[config.mk]
export PLATFORM = sky130hd
export DESIGN_NAME = cfg_i2c_bank
export DESIGN_NICKNAME = d
export VERILOG_FILES = /design/src/rtl/cfg_i2c_pkg.sv /design/src/rtl/cfg_i2c_sync.sv /design/src/rtl/cfg_i2c_engine.sv /design/src/rtl/cfg_i2c_regs.sv /design/src/rtl/cfg_i2c_bank.sv
export SDC_FILE = /design/constraint.sdc
export NUM_CORES = 1
export LEC_CHECK = 0
export BUFFER_PORTS_ARGS = -buffer_cell sky130_fd_sc_hd__buf_4
export CAP_MARGIN = 10
export CORE_AREA = 2 2 76 85
export CTS_CLUSTER_DIAMETER = 30
export DETAILED_ROUTE_END_ITERATION = 7
export DIE_AREA = 0 0 78 87
export GPL_TIMING_DRIVEN = 0
export PLACE_DENSITY_LB_ADDON = 0.25
export SLEW_MARGIN = 20
export SYNTH_ARGS = -nofsm -noshare
export SYNTH_HDL_FRONTEND = slang
export SYNTH_SLANG_ARGS = --single-unit
[constraint.sdc]
create_clock -name clk -period 2.55 [get_ports clk]
set_clock_uncertainty 0.05 [all_clocks]
set_input_delay 0.51 -clock clk [delete_from_list [all_inputs] [get_ports clk]]
set_output_delay 0.51 -clock clk [all_outputs]
set_load 0.05 [all_outputs]
[src/rtl/cfg_i2c_pkg.sv]
package cfg_i2c_pkg;

    localparam int DATA_W = 8;

    typedef enum logic [2:0] {
        ST_IDLE,
        ST_RX,
        ST_RX_ACK,
        ST_TX,
        ST_TX_ACK
    } bus_state_e;

endpackage

[src/rtl/cfg_i2c_sync.sv]
module cfg_i2c_sync #(
    parameter int STAGES = 2
) (
    input  logic clk,
    input  logic rst_n,
    input  logic scl_i,
    input  logic sda_i,
    output logic scl_s,
    output logic sda_s,
    output logic scl_rise,
    output logic scl_fall,
    output logic start_det,
    output logic stop_det
);

    typedef struct packed {
        logic [STAGES-1:0] scl_pipe;
        logic [STAGES-1:0] sda_pipe;
        logic              scl_prev;
        logic              sda_prev;
    } sync_t;

    sync_t s_d, s_q;

    always_comb begin
        s_d          = s_q;
        s_d.scl_pipe = {s_q.scl_pipe[STAGES-2:0], scl_i};
        s_d.sda_pipe = {s_q.sda_pipe[STAGES-2:0], sda_i};
        s_d.scl_prev = s_q.scl_pipe[STAGES-1];
        s_d.sda_prev = s_q.sda_pipe[STAGES-1];
    end

    always_ff @(posedge clk or negedge rst_n) begin
        if (!rst_n) begin
            s_q <= '{scl_pipe: '1, sda_pipe: '1, scl_prev: 1'b1, sda_prev: 1'b1};
        end else begin
            s_q <= s_d;
        end
    end

    assign scl_s     = s_q.scl_pipe[STAGES-1];
    assign sda_s     = s_q.sda_pipe[STAGES-1];
    assign scl_rise  = scl_s & ~s_q.scl_prev;
    assign scl_fall  = ~scl_s & s_q.scl_prev;
    assign start_det = scl_s & s_q.scl_prev & s_q.sda_prev & ~sda_s;
    assign stop_det  = scl_s & s_q.scl_prev & ~s_q.sda_prev & sda_s;

endmodule

[src/rtl/cfg_i2c_engine.sv]
module cfg_i2c_engine
    import cfg_i2c_pkg::*;
#(
    parameter logic [6:0] SLAVE_ADDR = 7'h28,
    parameter int         ADDR_W     = 8
) (
    input  logic              clk,
    input  logic              rst_n,
    input  logic              scl_s,
    input  logic              sda_s,
    input  logic              scl_rise,
    input  logic              scl_fall,
    input  logic              start_det,
    input  logic              stop_det,
    input  logic [DATA_W-1:0] rd_data,
    output logic              wr_en,
    output logic [ADDR_W-1:0] wr_addr,
    output logic [DATA_W-1:0] wr_data,
    output logic [ADDR_W-1:0] rd_addr,
    output logic              sda_oe
);

    localparam int CNT_W = $clog2(DATA_W);
    localparam logic [CNT_W-1:0] LAST_BIT = CNT_W'(DATA_W - 1);

    typedef struct packed {
        bus_state_e        state;
        logic [CNT_W-1:0]  bit_cnt;
        logic [DATA_W-1:0] shift;
        logic              full;
        logic              is_addr;
        logic              ptr_set;
        logic              rd_mode;
        logic              nack;
        logic [ADDR_W-1:0] ptr;
        logic              sda_oe;
    } eng_t;

    eng_t e_d, e_q;

    always_comb begin
        e_d   = e_q;
        wr_en = 1'b0;
        if (start_det) begin
            e_d.state   = ST_RX;
            e_d.bit_cnt = '0;
            e_d.full    = 1'b0;
            e_d.is_addr = 1'b1;
            e_d.ptr_set = 1'b0;
            e_d.rd_mode = 1'b0;
            e_d.sda_oe  = 1'b0;
        end else if (stop_det) begin
            e_d.state  = ST_IDLE;
            e_d.full   = 1'b0;
            e_d.sda_oe = 1'b0;
        end else begin
            unique case (e_q.state)
                ST_RX: begin
                    if (scl_rise) begin
                        e_d.shift   = {e_q.shift[DATA_W-2:0], sda_s};
                        e_d.bit_cnt = e_q.bit_cnt + 1'b1;
                        if (e_q.bit_cnt == LAST_BIT) begin
                            e_d.full = 1'b1;
                        end
                    end else if (scl_fall && e_q.full) begin
                        e_d.full = 1'b0;
                        if (e_q.is_addr) begin
                            e_d.is_addr = 1'b0;
                            if (e_q.shift[DATA_W-1:1] == SLAVE_ADDR) begin
                                e_d.rd_mode = e_q.shift[0];
                                e_d.state   = ST_RX_ACK;
                                e_d.sda_oe  = 1'b1;
                            end else begin
                                e_d.state = ST_IDLE;
                            end
                        end else if (!e_q.ptr_set) begin
                            e_d.ptr     = ADDR_W'(e_q.shift);
                            e_d.ptr_set = 1'b1;
                            e_d.state   = ST_RX_ACK;
                            e_d.sda_oe  = 1'b1;
                        end else begin
                            wr_en      = 1'b1;
                            e_d.ptr    = e_q.ptr + 1'b1;
                            e_d.state  = ST_RX_ACK;
                            e_d.sda_oe = 1'b1;
                        end
                    end
                end
                ST_RX_ACK: begin
                    if (scl_fall) begin
                        e_d.bit_cnt = '0;
                        if (e_q.rd_mode) begin
                            e_d.state  = ST_TX;
                            e_d.shift  = rd_data;
                            e_d.sda_oe = ~rd_data[DATA_W-1];
                        end else begin
                            e_d.state  = ST_RX;
                            e_d.sda_oe = 1'b0;
                        end
                    end
                end
                ST_TX: begin
                    if (scl_fall) begin
                        if (e_q.bit_cnt == LAST_BIT) begin
                            e_d.state   = ST_TX_ACK;
                            e_d.sda_oe  = 1'b0;
                            e_d.bit_cnt = '0;
                            e_d.ptr     = e_q.ptr + 1'b1;
                        end else begin
                            e_d.bit_cnt = e_q.bit_cnt + 1'b1;
                            e_d.shift   = {e_q.shift[DATA_W-2:0], 1'b0};
                            e_d.sda_oe  = ~e_q.shift[DATA_W-2];
                        end
                    end
                end
                ST_TX_ACK: begin
                    if (scl_rise) begin
                        e_d.nack = sda_s;
                    end else if (scl_fall) begin
                        if (e_q.nack) begin
                            e_d.state = ST_IDLE;
                        end else begin
                            e_d.state  = ST_TX;
                            e_d.shift  = rd_data;
                            e_d.sda_oe = ~rd_data[DATA_W-1];
                        end
                    end
                end
                default: ;
            endcase
        end
    end

    always_ff @(posedge clk or negedge rst_n) begin
        if (!rst_n) begin
            e_q <= '{state: ST_IDLE, bit_cnt: '0, shift: '0, full: 1'b0,
                     is_addr: 1'b0, ptr_set: 1'b0, rd_mode: 1'b0, nack: 1'b0,
                     ptr: '0, sda_oe: 1'b0};
        end else begin
            e_q <= e_d;
        end
    end

    assign wr_addr = e_q.ptr;
    assign wr_data = e_q.shift;
    assign rd_addr = e_q.ptr;
    assign sda_oe  = e_q.sda_oe;

    a_r1_start_restarts: assert property (@(posedge clk) disable iff (!rst_n)
        start_det |=> (e_q.state == ST_RX) && (e_q.bit_cnt == '0) && !e_q.sda_oe);

    a_r2_stop_releases: assert property (@(posedge clk) disable iff (!rst_n)
        stop_det |=> (e_q.state == ST_IDLE) && !sda_oe);

    a_r3_idle_silent: assert property (@(posedge clk) disable iff (!rst_n)
        (e_q.state == ST_IDLE) |-> !sda_oe);

    a_r5_drive_low_phase: assert property (@(posedge clk) disable iff (!rst_n)
        $rose(sda_oe) |-> !scl_s);

    a_r4_ptr_step: assert property (@(posedge clk) disable iff (!rst_n)
        wr_en |=> e_q.ptr == $past(e_q.ptr) + 1'b1);

endmodule

[src/rtl/cfg_i2c_regs.sv]
module cfg_i2c_regs
    import cfg_i2c_pkg::*;
#(
    parameter int                         NUM_REGS  = 3,
    parameter int                         ADDR_W    = 8,
    parameter logic [ADDR_W-1:0]          SRST_ADDR = 8'hAA,
    parameter logic [NUM_REGS*DATA_W-1:0] NV_INIT   = 24'h815A3C
) (
    input  logic                         clk,
    input  logic                         rst_n,
    input  logic                         wr_en,
    input  logic [ADDR_W-1:0]            wr_addr,
    input  logic [DATA_W-1:0]            wr_data,
    input  logic [ADDR_W-1:0]            rd_addr,
    output logic [DATA_W-1:0]            rd_data,
    output logic [NUM_REGS*DATA_W-1:0]   regs_o
);

    typedef logic [NUM_REGS-1:0][DATA_W-1:0] bank_t;

    typedef struct packed {
        bank_t regs;
        bank_t nv;
        logic  reload;
    } rf_t;

    rf_t r_d, r_q;

    always_comb begin
        r_d = r_q;
        if (r_q.reload) begin
            r_d.regs   = r_q.nv;
            r_d.reload = 1'b0;
        end else if (wr_en) begin
            for (int i = 0; i < NUM_REGS; i++) begin
                if (wr_addr == ADDR_W'(i)) begin
                    r_d.regs[i] = wr_data;
                end
            end
            if (wr_addr == SRST_ADDR && wr_data[DATA_W-1]) begin
                r_d.reload = 1'b1;
            end
        end
    end

    always_comb begin
        rd_data = '0;
        for (int i = 0; i < NUM_REGS; i++) begin
            if (rd_addr == ADDR_W'(i)) begin
                rd_data = r_q.regs[i];
            end
        end
        if (rd_addr == SRST_ADDR) begin
            rd_data = {r_q.reload, {(DATA_W-1){1'b0}}};
        end
    end

    always_ff @(posedge clk or negedge rst_n) begin
        if (!rst_n) begin
            r_q <= '{regs: NV_INIT, nv: NV_INIT, reload: 1'b0};
        end else begin
            r_q <= r_d;
        end
    end

    assign regs_o = r_q.regs;

    a_r7_reload_from_shadow: assert property (@(posedge clk) disable iff (!rst_n)
        r_q.reload |=> r_q.regs == $past(r_q.nv));

    a_r8_bit_self_clears: assert property (@(posedge clk) disable iff (!rst_n)
        r_q.reload |=> !r_q.reload);

    a_r6_unmapped_ignored: assert property (@(posedge clk) disable iff (!rst_n)
        (wr_en && !r_q.reload && wr_addr >= ADDR_W'(NUM_REGS) && wr_addr != SRST_ADDR)
        |=> $stable(r_q.regs) && !r_q.reload);

    a_r9_reserved_zero: assert property (@(posedge clk) disable iff (!rst_n)
        (rd_addr == SRST_ADDR) |-> rd_data[DATA_W-2:0] == '0);

endmodule

[src/rtl/cfg_i2c_bank.sv]
module cfg_i2c_bank
    import cfg_i2c_pkg::*;
#(
    parameter logic [6:0]                 SLAVE_ADDR  = 7'h28,
    parameter int                         NUM_REGS    = 3,
    parameter int                         ADDR_W      = 8,
    parameter logic [ADDR_W-1:0]          SRST_ADDR   = 8'hAA,
    parameter logic [NUM_REGS*DATA_W-1:0] NV_INIT     = 24'h815A3C,
    parameter int                         SYNC_STAGES = 2
) (
    input  logic                       clk,
    input  logic                       rst_n,
    input  logic                       scl_i,
    input  logic                       sda_i,
    output logic                       sda_oe_o,
    output logic [NUM_REGS*DATA_W-1:0] cfg_o
);

    logic              scl_s, sda_s, scl_rise, scl_fall, start_det, stop_det;
    logic              wr_en;
    logic [ADDR_W-1:0] wr_addr, rd_addr;
    logic [DATA_W-1:0] wr_data, rd_data;

    cfg_i2c_sync #(.STAGES(SYNC_STAGES)) u_sync (
        .clk       (clk),
        .rst_n     (rst_n),
        .scl_i     (scl_i),
        .sda_i     (sda_i),
        .scl_s     (scl_s),
        .sda_s     (sda_s),
        .scl_rise  (scl_rise),
        .scl_fall  (scl_fall),
        .start_det (start_det),
        .stop_det  (stop_det)
    );

    cfg_i2c_engine #(.SLAVE_ADDR(SLAVE_ADDR), .ADDR_W(ADDR_W)) u_engine (
        .clk       (clk),
        .rst_n     (rst_n),
        .scl_s     (scl_s),
        .sda_s     (sda_s),
        .scl_rise  (scl_rise),
        .scl_fall  (scl_fall),
        .start_det (start_det),
        .stop_det  (stop_det),
        .rd_data   (rd_data),
        .wr_en     (wr_en),
        .wr_addr   (wr_addr),
        .wr_data   (wr_data),
        .rd_addr   (rd_addr),
        .sda_oe    (sda_oe_o)
    );

    cfg_i2c_regs #(
        .NUM_REGS  (NUM_REGS),
        .ADDR_W    (ADDR_W),
        .SRST_ADDR (SRST_ADDR),
        .NV_INIT   (NV_INIT)
    ) u_regs (
        .clk     (clk),
        .rst_n   (rst_n),
        .wr_en   (wr_en),
        .wr_addr (wr_addr),
        .wr_data (wr_data),
        .rd_addr (rd_addr),
        .rd_data (rd_data),
        .regs_o  (cfg_o)
    );

endmodule

* Word-level counts from Yosys, hierarchy flattened *
Cells that the tools add are included.

storage, ports and cells
  bits in registers = 59
  bits of input ports = 4
  output and inout port bits = 25
  word-level logic and storage cells = 176

cells by class
  add/sub/neg operators = 2
  eq/ne operators = 37
  muxes and demuxes = 74
  bitwise operators = 15
  reductions and logical operators = 30

operators with widths
  kind                 count
  $mux 8               14
  $mux 24              2
  $mux 9               4
  $pmux 8 s4           1
  $mux 1               28
  $mux 14              2
  $mux 3               8
  $mux 11              2
  $ne 4x3->1 const B   5
  $reduce_bool 2->1    9
  $ne 2x2->1 const B   8
  $pmux 8 s2           1
  $reduce_and 8->1     2
  $ne 2x1->1 const B   7
  $mux 12              1
  $mux 4               3
  $ne 4x4->1 const B   3
  $pmux 3 s4           1
  $reduce_bool 4->1    3
  $reduce_and 11->1    1
  $reduce_and 5->1     2
  $pmux 3 s3           1
  $reduce_and 9->1     1
  $add 8x1->8 const B  1
  25 further kinds     48

* Depth between registers and ports, before layout *
  word-level depth = 12
  depth in mapped cells = 8
  depth with buffers taken out = 7

* Modules after synthesis *
A second synthesis with hierarchy kept.

second synthesis, totals
  cells, all modules = 409
  area, all modules = 3796.1 um^2

by module, submodules not included
  module          instances  cells each  area an instance (um^2)  sequential area each (um^2)
  cfg_i2c_engine  1          228         1971.9                   700.7
  cfg_i2c_regs    1          171         1634.1                   638.1
  cfg_i2c_sync    1          10          190.2                    157.7

* Worst setup path before layout *
Ideal clock, no wire load.

  path type = register to register
  from = register u_engine.e_q, in the netlist u_engine.rd_addr[2]
  to = register u_engine.e_q, in the netlist u_engine.sda_oe
  library setup time = 125 ps
  arrival = 1778 ps
  data required time = 2375 ps
  setup slack = 597 ps
  stages on the path, launching flop included = 6
  path buffers = 0
  period minus slack after synthesis = 1953 ps
  cells stage by stage = dfrtp_1 -> or3_4 -> or4_4 -> a221oi_2 -> o32ai_1 -> mux2_2

on the way
  word-level cells in the longest chain between the ends = 12
  elaborated cells between the ends (all ways) = 17
  classes of those cells = 3 x eq/ne; 12 x mux; 1 x bitwise; 1 x reduce/logical

ends and longest elaborated chain
  item                    line                                         text
  from (decl)             cfg_i2c_engine.sv:39                         eng_t e_d, e_q;
  from (signal assigned)  cfg_i2c_engine.sv:136                        e_q <= '{state: ST_IDLE, bit_cnt: '0, shift: '0, full: 1'b0,
  $logic_not 8->1         cfg_i2c_regs.sv:49                           if (rd_addr == ADDR_W'(i)) begin
  $mux 8 (3 in a row)     cfg_i2c_regs.sv:49
  $mux 8 (*)              cfg_i2c_regs.sv:53                           if (rd_addr == SRST_ADDR) begin
  $not 1->1 (*)           cfg_i2c_engine.sv:95, cfg_i2c_engine.sv:125
  $mux 1                  cfg_i2c_engine.sv:120                        if (e_q.nack) begin
  $mux 1                  cfg_i2c_engine.sv:119                        end else if (scl_fall) begin
  $mux 1                  cfg_i2c_engine.sv:117                        if (scl_rise) begin
  $pmux 1 s4 (*)          cfg_i2c_engine.sv:57                         unique case (e_q.state)
  $mux 1 (*)              cfg_i2c_engine.sv:52                         end else if (stop_det) begin
  $mux 1 (*)              cfg_i2c_engine.sv:44                         if (start_det) begin

Every way passes the cells marked *; elsewhere a longest branch is shown, timed or not. The select of a mux whose other input is x is not followed.
A chain may end at the register's enable or synchronous reset.

* Final worst setup path *
  from = register u_engine.e_q, in the netlist u_engine.rd_addr[1]
  to = register u_engine.e_q, in the netlist u_engine.sda_oe

The elaborated chain is that of the path after synthesis.

==> run summary <==
worst skew pair latency - 0.33 ns
CTS Root Cell - clkbuf_8
DRC viols - 0
gpl congestion - 0.955
GRT Overall Usage - 25.9%
die width - 78 microns
# hold bufs at CTS - 0
vias per cell - 5.88
CP required - 2.78 ns
antenna violations before repair - 0
IO Port Bufs - 28
ranking of synthesized cells by area - dfrtp_1, dfstp_2, buf_4, mux2i_1, a22oi_1
maxcap violations - 0
Synth async-reset ratio - 100%
Worst Hold Class - input pin to asynchronous set/reset pin
Worst Setup End Kind - flop
count leader, synth - dfrtp_1
type of origin of the critical path - flop
Lkg Pwr - 0.00186 uW
number of detailed-route iterations in the first pass - 5
Post-CTS Resized - 0
EDFF count, synth - 0
warnings from Yosys - 0
total grt overflow - 0
min Tclk post-route - 2.31 ns
Max Clock Freq - 0.433 GHz
Cell Pwr Density - 740 nW/um^2
Mapped Nets - 376
area of the multi-input gates - 1640 sq um
Cell variety after synth - 58
number of global-route vias before repair - 2715
Antenna Cells - 0
I/O Pins - 29
synthesized area per cell - 9.45 sq um
Core Rows - 30
htree depth - 3
crit-path max FO - 10
Post CTS Setup Buffer Count - 0
status - complete, no violations
die area - 6790 sq um
Worst Reg-to-Reg Cells - 8
Period Utilization, post-route - 90.6%
largest net degree at the start of global routing - 60
Worst Tran Pin Value - 0.805 ns
post-synthesis register bit count - 59
Detail Route Antenna Nets - 0
cell area after synthesis - 3460 sq um
final net count - 415
worst path arrival time - 2.54 ns
post-synthesis sequential area ratio - 43.3%
Bufs on Longest Clock Path - 2
area share of the largest cell type after synthesis - 31.1%
Worst-path clk slew - 0.07 ns
drt total wl - 8.27 mm
DR vias - 2879
Final HPWL DP - 5.81 mm
wire length of the first global-routing pass - 13.6 mm
Final Setup Violations - 0
fill count - 547
register area - 1500 sq um
Synth area leader - dfrtp_1
synthesized instance count - 366
RSZ-0062 raised after global routing - false
ys flop type - dfrtp_1
critical path class - flop to flop
wire per inst - 16.9 microns
Max transition margin - 46.2%
Slew Viols, Final - 0
final hold slack - 0.176 ns
Initial Utilization - 57.6%
Final Hold Violating Endpoints - 0
setup TNS - 0 ns
core region area - 6010 sq um
CTS sink cnt - 59
ratio of cells with drive above 1 in the final layout - 23.9%
Num CTS Buffers - 9
Iter 0 DRT Violations - 212
CTS tree - done
synthesis-to-layout area growth - 14.5%
Synth top cells by count - dfrtp_1, nor2_1, buf_4, nand2_1
peak supply drop - 0.510 mV
Die Y - 87 microns
-- routing by layer --
layer	track usage, %	wire, microns	vias to the layer above
li1	-	-	1378
met1	33.0	3510	1408
met2	44.1	4220	78
met3	4.05	394	15
met4	10.7	148	0
met5	0	0	-
-- critical path, cell delays in order, from the launching register on --
cell and delay [ns]:
dfrtp_1 0.43, inv_1 0.10, ha_1 0.16, clkbuf_2 0.25, inv_1 0.06, o311ai_0 0.51
a221oi_2 0.13, o32ai_1 0.36, mux2_2 0.21
-- placed cells by master (no fill, tap or decap), types with 11 or more instances in the layout --
cell	synthesis	layout
buf_4	25	53
dfrtp_1	43	43
nor2_1	29	29
nand2_1	23	23
clkbuf_1	16	17
a21oi_1	16	16
a22oi_1	16	16
dfstp_2	16	16
mux2i_1	15	15
o21ai_0	15	15
nor2b_1	14	14
nand3_1	14	14
inv_1	12	12
clkbuf_8	0	12
a211o_1	11	11
o21ai_1	11	11
-- cells by family (layout without fill, tap and decap cells) --
logic type | count (synthesis) | in the layout | share of synthesized area (%)
and+or+nand+nor | 121 | 121 | 19.1
AOI/OAI and AO/OA | 101 | 101 | 19.9
DFF | 59 | 59 | 43.3
buffers and inverters | 59 | 103 | 9.59
muxes | 19 | 19 | 5.65
adders and majority gates | 6 | 6 | 2.17
xor gates and xnor gates | 1 | 1 | 0.253
-- per-stage QoR --
stage / setup slack, ns / std cells / utilization, % / power [uW] / instance area (sq um)
final: 0.240 / 490 / 65.9 / 2930 / 3960
after detailed placement: 0.0973 / 474 / 62.7 / 2130 / 3770
after CTS: 0.0665 / 490 / 65.8 / 2930 / 3950
after global placement: 0.137 / 474 / 62.7 / 2110 / 3770
after global routing: 0.0772 / 490 / 65.9 / 3100 / 3960
after floorplan: 0.597 / 366 / - / 1870 / 3460
-- where the power goes --
group	internal (uW)	switching, uW
combinational	349	534
sequential	1060	194
clock	430	358
total	1840	1090
-- state kept, by name, indices dropped and copies added (netlist names) --
register	cells
u_regs.regs_o	24
u_engine.e_q	11
u_engine.rd_addr	8
u_engine.wr_data	8
u_sync.s_d	2
u_sync.s_q	2
u_engine.sda_oe	1
u_regs.r_q	1
u_sync.scl_s	1
u_sync.sda_s	1
-- layout make-up --
type                       count  share of cell area (%)
multi-input combinational    248                    41.3
sequential                    59                    37.8
buffer                        46                    7.18
timing repair buffer          28                    5.31
clock buffer                  14                    4.36
tap                           80                    2.53
inverter                      13                    1.23
clock inverter                 2                   0.253
-- worst paths after layout --
path	slack (ns)	end	start
setup / recovery	0.24	u_engine.sda_oe$_DFFE_PN0P_	u_engine.rd_addr[1]$_DFFE_PN0P_
hold / removal	0.18	u_engine.e_q[26]$_DFFE_PN0P_	rst_n
setup reg to reg	0.24	u_engine.sda_oe$_DFFE_PN0P_	u_engine.rd_addr[1]$_DFFE_PN0P_
hold reg to reg	0.31	u_sync.sda_s$_DFF_PN1_	u_sync.s_d[3]$_DFF_PN1_
max in group asynchronous	1.75	u_engine.wr_data[5]$_DFFE_PN0P_	rst_n
min in group clk	0.23	u_sync.s_d[5]$_DFF_PN1_	scl_i
Note: power is estimated with default switching activity, not from simulation.
